File: src/rtl/deser16_pkg.sv
package deser16_pkg;
  localparam int RATIO  = 4;
  localparam int WORD_W = RATIO * RATIO;
  localparam int CNT_W  = $clog2(WORD_W);
  localparam int PH_W   = $clog2(RATIO);

  typedef struct packed {
    logic [RATIO-1:0] s1Cap;
    logic [RATIO-1:0] s2Cap;
  } deserStrobes_t;
endpackage

File: src/rtl/deser_quad_unit.sv
module deser_quad_unit #(
  parameter int RATIO = 4
) (
  input  logic             clk,
  input  logic             rst,
  input  logic             din,
  input  logic [RATIO-1:0] capEn,
  output logic [RATIO-1:0] lanes
);
  logic [RATIO-1:0] sampleQ;
  logic [RATIO-2:0] retimeQ;

  for (genvar k = 0; k < RATIO; k++) begin : g_sample
    always_ff @(posedge clk) begin
      if (rst)           sampleQ[k] <= 1'b0;
      else if (capEn[k]) sampleQ[k] <= din;
    end
  end

  for (genvar k = 0; k < RATIO - 1; k++) begin : g_retime
    always_ff @(posedge clk) begin
      if (rst)                 retimeQ[k] <= 1'b0;
      else if (capEn[RATIO-1]) retimeQ[k] <= sampleQ[k];
    end
    assign lanes[k] = retimeQ[k];
  end
  assign lanes[RATIO-1] = sampleQ[RATIO-1];

  // outputs move only after a last-phase strobe
  assert_lanes_hold_R6: assert property (@(posedge clk) disable iff (rst)
    !$past(capEn[RATIO-1]) |-> $stable(lanes));
endmodule

File: src/rtl/deser16_ctrl.sv
module deser16_ctrl
  import deser16_pkg::*;
(
  input  logic          clk,
  input  logic          rst,
  input  logic          alignStrobe,
  output deserStrobes_t stb,
  output logic          wordValid
);
  logic [CNT_W-1:0] bitCnt;
  logic [CNT_W-1:0] effCnt;
  logic [PH_W-1:0]  prevGroup;
  logic             primed;

  assign effCnt    = alignStrobe ? '0 : bitCnt;
  assign prevGroup = effCnt[CNT_W-1:PH_W] - PH_W'(1);

  always_comb begin
    stb = '0;
    stb.s1Cap[effCnt[PH_W-1:0]] = 1'b1;
    if (effCnt[PH_W-1:0] == '0) stb.s2Cap[prevGroup] = 1'b1;
  end

  always_ff @(posedge clk) begin
    if (rst) begin
      bitCnt    <= '0;
      primed    <= 1'b0;
      wordValid <= 1'b0;
    end else begin
      bitCnt    <= effCnt + CNT_W'(1);
      primed    <= (effCnt == CNT_W'(WORD_W - 1)) | (primed & ~alignStrobe);
      wordValid <= primed & ~alignStrobe & (effCnt == '0);
    end
  end

  assert_valid_pulse_R3: assert property (@(posedge clk) disable iff (rst)
    wordValid |=> !wordValid);
  assert_valid_phase_R2: assert property (@(posedge clk) disable iff (rst)
    wordValid |-> bitCnt == CNT_W'(1));
  assert_align_kills_R4: assert property (@(posedge clk) disable iff (rst)
    alignStrobe |=> !wordValid);
  assert_reset_quiet_R5: assert property (@(posedge clk) disable iff (rst)
    $past(rst) |-> !wordValid);
endmodule

File: src/rtl/deser16_datapath.sv
module deser16_datapath
  import deser16_pkg::*;
(
  input  logic              clk,
  input  logic              rst,
  input  logic              serIn,
  input  deserStrobes_t     stb,
  output logic [WORD_W-1:0] wordOut
);
  logic [RATIO-1:0] s1Lanes;
  logic [RATIO-1:0] s2Lanes [RATIO];

  deser_quad_unit #(.RATIO(RATIO)) uStage1 (
    .clk(clk), .rst(rst), .din(serIn), .capEn(stb.s1Cap), .lanes(s1Lanes)
  );

  for (genvar j = 0; j < RATIO; j++) begin : g_stage2
    deser_quad_unit #(.RATIO(RATIO)) uStage2 (
      .clk(clk), .rst(rst), .din(s1Lanes[j]), .capEn(stb.s2Cap),
      .lanes(s2Lanes[j])
    );
  end

  // serial index RATIO*k+j lands in unit j, lane k; index 0 goes to the MSB
  always_comb begin
    wordOut = '0;
    for (int j = 0; j < RATIO; j++)
      for (int k = 0; k < RATIO; k++)
        wordOut[WORD_W-1-(RATIO*k+j)] = s2Lanes[j][k];
  end
endmodule

File: src/rtl/deser16_tree.sv
module deser16_tree
  import deser16_pkg::*;
(
  input  logic              clk,
  input  logic              rst,
  input  logic              serIn,
  input  logic              alignStrobe,
  output logic [WORD_W-1:0] wordOut,
  output logic              wordValid
);
  deserStrobes_t stb;

  deser16_ctrl uCtrl (
    .clk(clk), .rst(rst), .alignStrobe(alignStrobe), .stb(stb),
    .wordValid(wordValid)
  );

  deser16_datapath uData (
    .clk(clk), .rst(rst), .serIn(serIn), .stb(stb), .wordOut(wordOut)
  );
endmodule

File: config.mk
export PLATFORM = sky130hd
export DESIGN_NAME = deser16_tree
export DESIGN_NICKNAME = d
export VERILOG_FILES = /design/src/rtl/deser16_pkg.sv /design/src/rtl/deser_quad_unit.sv /design/src/rtl/deser16_ctrl.sv /design/src/rtl/deser16_datapath.sv /design/src/rtl/deser16_tree.sv
export SDC_FILE = /design/constraint.sdc
export NUM_CORES = 1
export LEC_CHECK = 0
export ABC_AREA = 1
export BUFFER_PORTS_ARGS = -buffer_cell sky130_fd_sc_hd__buf_2
export CAP_MARGIN = 20
export CORE_ASPECT_RATIO = 2
export CORE_MARGIN = 8
export CORE_UTILIZATION = 60
export DETAILED_ROUTE_END_ITERATION = 8
export PLACE_DENSITY = 0.85
export SYNTH_ARGS = -nofsm -noshare
export SYNTH_HDL_FRONTEND = slang
export SYNTH_HIERARCHICAL = 1
export SYNTH_SLANG_ARGS = --single-unit
File: constraint.sdc
create_clock -name clk -period 4.4 [get_ports clk]
set_clock_uncertainty 0.1 [all_clocks]
set_input_delay 0.22 -clock clk [delete_from_list [all_inputs] [get_ports clk]]
set_output_delay 0.22 -clock clk [all_outputs]
set_load 0.01 [all_outputs]
==> results.sh <==
export IMPL_final_cells=302
export IMPL_dieArea_um2=5000
export IMPL_post_route_period_util_pct=40.8
export IMPL_r2r_end="uData/g_stage2[2].uStage2/sampleQ[0]"
export IMPL_syn_num_nets=259
export IMPL_yosysUniqueCellTypes=16
export IMPL_cts_max_path_buffers=2
export IMPL_slew_headroom_pct=33.0
export IMPL_cts_repair_resized=0
export IMPL_clkTransAtPathRegs_ns=0.07
export IMPL_finalSetupTns_ns=0
export IMPL_gp_congestion=0.827
export IMPL_antenna_found_initial=0
export IMPL_power_density_nw_per_um2=369
export IMPL_syn_to_final_growth_pct=8.38
export IMPL_ys_ff_latch=41
export IMPL_start_util_pct=63.1
export IMPL_dp_hpwl_um=2120
export IMPL_peakVddDrop_mv=0.245
export IMPL_ant_nets=0
export IMPL_whs_ns=0.148
export IMPL_max_cap_viol_count=0
export IMPL_io_buffer_count=20
export IMPL_combPwrFrac_pct=9.8
export IMPL_power_frac_seq_pct=55.7
export IMPL_power_switching_mw=0.166
export IMPL_tightest_slew_ns=0.997
export IMPL_drc=0
export IMPL_grt_overflow=0
export IMPL_dr_pass1_iters=4
export IMPL_synth_warnings=6
export IMPL_grt_first_pass_wirelength_um=5040
export IMPL_required_ns=4.48
export IMPL_cts_sinks=41
export IMPL_vias=1428
export IMPL_hold_depth=2
export IMPL_swShare_pct=23.8
export IMPL_num_antenna_cells=0
export IMPL_slew_violations=0
export IMPL_drt_iter0_markers=25
export IMPL_clock_latency_ns=0.28
export IMPL_viasPerCell=4.73
export IMPL_cts_buffers=5
export IMPL_place_inst=294
export IMPL_synth_seq_area_share_pct=47.0
export IMPL_hold_path_class="input port to register"
export IMPL_syn_area_um2=1750
export IMPL_fmax_mhz=557
export IMPL_cts_tree="done"
export IMPL_wl_um=2970
export IMPL_period_needed_ns=1.80
export IMPL_core_rowCount=27
export IMPL_p_clk_share_pct=34.5
export IMPL_worstReg2RegStart="uCtrl/bitCnt[1]"
export IMPL_crit_path_end_kind="register"
export IMPL_crit_path_start="uCtrl/bitCnt[1]"
export IMPL_clockRootBuffer="clkbuf_8"
export IMPL_syn_area_per_cell_um2=6.85
export IMPL_rsz0062_at_grt="no"
export IMPL_reg2reg_depth=6
export IMPL_core_area_um2=2770
export IMPL_total_leakage_power_nw=0.998
export IMPL_die_y_um=92.3
export IMPL_crit_arrival_ns=1.88
export IMPL_rrSetupSlack_ns=2.60
export IMPL_syn_inst=255
export IMPL_grt_max_degree=33
export IMPL_final_hold_violation_count=0
export IMPL_pin_count=21
export IMPL_final_nets=277
export IMPL_cp_start_kind="register"
export IMPL_status="completed"
export IMPL_internal_power_mw=0.532
export IMPL_p_total_mw=0.698
export IMPL_crit_type="register to register"
export IMPL_die_x_um=54.2
export IMPL_cts_hold_buf=0
export IMPL_grt_usage_pct=12.9
export IMPL_post_drt_wl_per_cell_um=9.84
export IMPL_worstPathMaxFanout=8
export IMPL_endpoint="uData/g_stage2[2].uStage2/sampleQ[0]"
export IMPL_htree_levels=2
export IMPL_setup_violations=0
export IMPL_grt_pass1_vias=1282
export IMPL_cts_setup_buffers=0
export IMPL_drive_above_1_share_pct=17.9
==> power groups by stage <==
stage	Sequential (mW)	Clock, mW	Combinational [mW]
after CTS	0.389	0.248	0.0674
final	0.389	0.241	0.0683
after global routing	0.390	0.261	0.0773
after global placement	0.397	0	0.0648
after floorplan	0.400	0	0.0541
after detailed placement	0.397	0	0.0668
==> layer usage <==
metal	wire, um	GRT usage [%]
met1	1180	12.8
met2	1530	21.9
met3	175	3.53
met4	87	8.06
met5	0	0
==> through the flow <==
stage	util (%)	worst slack [ns]	area (um2)
final	68.3	2.60	1890
after global routing	68.3	2.41	1890
after CTS	67.8	2.42	1880
after detailed placement	64.7	2.41	1790
after global placement	64.7	2.45	1790
after floorplan	-	3.00	1750
==> area by class of cell <==
| type | instances | area, um2 |
|---|---|---|
| inverter | 37 | 139 |
| tap | 29 | 36.3 |
| sequential | 41 | 821 |
| timing repair buffer | 21 | 115 |
| fill | 258 | 877 |
| clock buffer | 7 | 86.3 |
| multi-input combinational | 167 | 696 |
==> placed cells by master (no fill, tap or decap), drive strengths merged <==
master and instances:
clkbuf 7, inv 37, nor2 75, a21oi 2
buf 21, nand2 83, nor3 3, dfxtp 41
nand4 1, nand3 3
==> synth_stat cells <==
| library cell | count | area [um2] |
|---|---|---|
| nand2_1 | 80 | 300 |
| nor2_1 | 69 | 259 |
| dfxtp_1 | 41 | 821 |
| inv_1 | 28 | 105 |
| inv_2 | 9 | 33.8 |
| buf_4 | 5 | 37.5 |
| buf_6 | 5 | 56.3 |
| nor2_2 | 5 | 31.3 |
| nand3_1 | 3 | 15.0 |
| a21oi_2 | 2 | 17.5 |
| nand2_2 | 2 | 12.5 |
| nor3_1 | 2 | 10.0 |
| nand2_4 | 1 | 11.3 |
| nand4_1 | 1 | 6.26 |
| nor2_8 | 1 | 20.0 |
| nor3_2 | 1 | 10.0 |
==> worst min-delay path by stage <==
stage | startpoint | endpoint | slack [ns]
final | rst | uCtrl/bitCnt[1] | 0.15
after global routing | rst | uCtrl/bitCnt[1] | 0.16
after CTS | rst | uCtrl/bitCnt[1] | 0.15
after detailed placement | uData/g_stage2[2].uStage2/lanes[0] | uData/g_stage2[2].uStage2/lanes[0] | 0.36
after global placement | uData/g_stage2[2].uStage2/lanes[1] | uData/g_stage2[2].uStage2/lanes[1] | 0.35
after floorplan | rst | uCtrl/bitCnt[1] | 0.18
==> logic make-up (layout without fill, tap and decap cells) <==
kind of cell	after synthesis	in the layout	synth area share, %
DFF	41	41	47.0
and+or+nand+nor	165	165	38.7
AOI/OAI and AO/OA	2	2	1.00
buffers and inverters	47	65	13.3
==> registers in the layout (all words and copies together), names as in the netlist <==
name and cells:
uCtrl/primed 1, uData/uStage1/lanes 4, uCtrl/bitCnt 4, uData/g_stage2.uStage2/lanes 16, uData/g_stage2.uStage2/sampleQ 12, uData/uStage1/sampleQ 3, uCtrl/wordValid 1
==> worst max-delay path: stages, from the launching register on <==
cell and delay (ns):
dfxtp_1 0.34, nand2_4 0.12, nand2_2 0.11, nor3_1 0.78, nand2_1 0.11, nand2_1 0.09
nor2_1 0.04
Power figures use the tool's default switching activity.
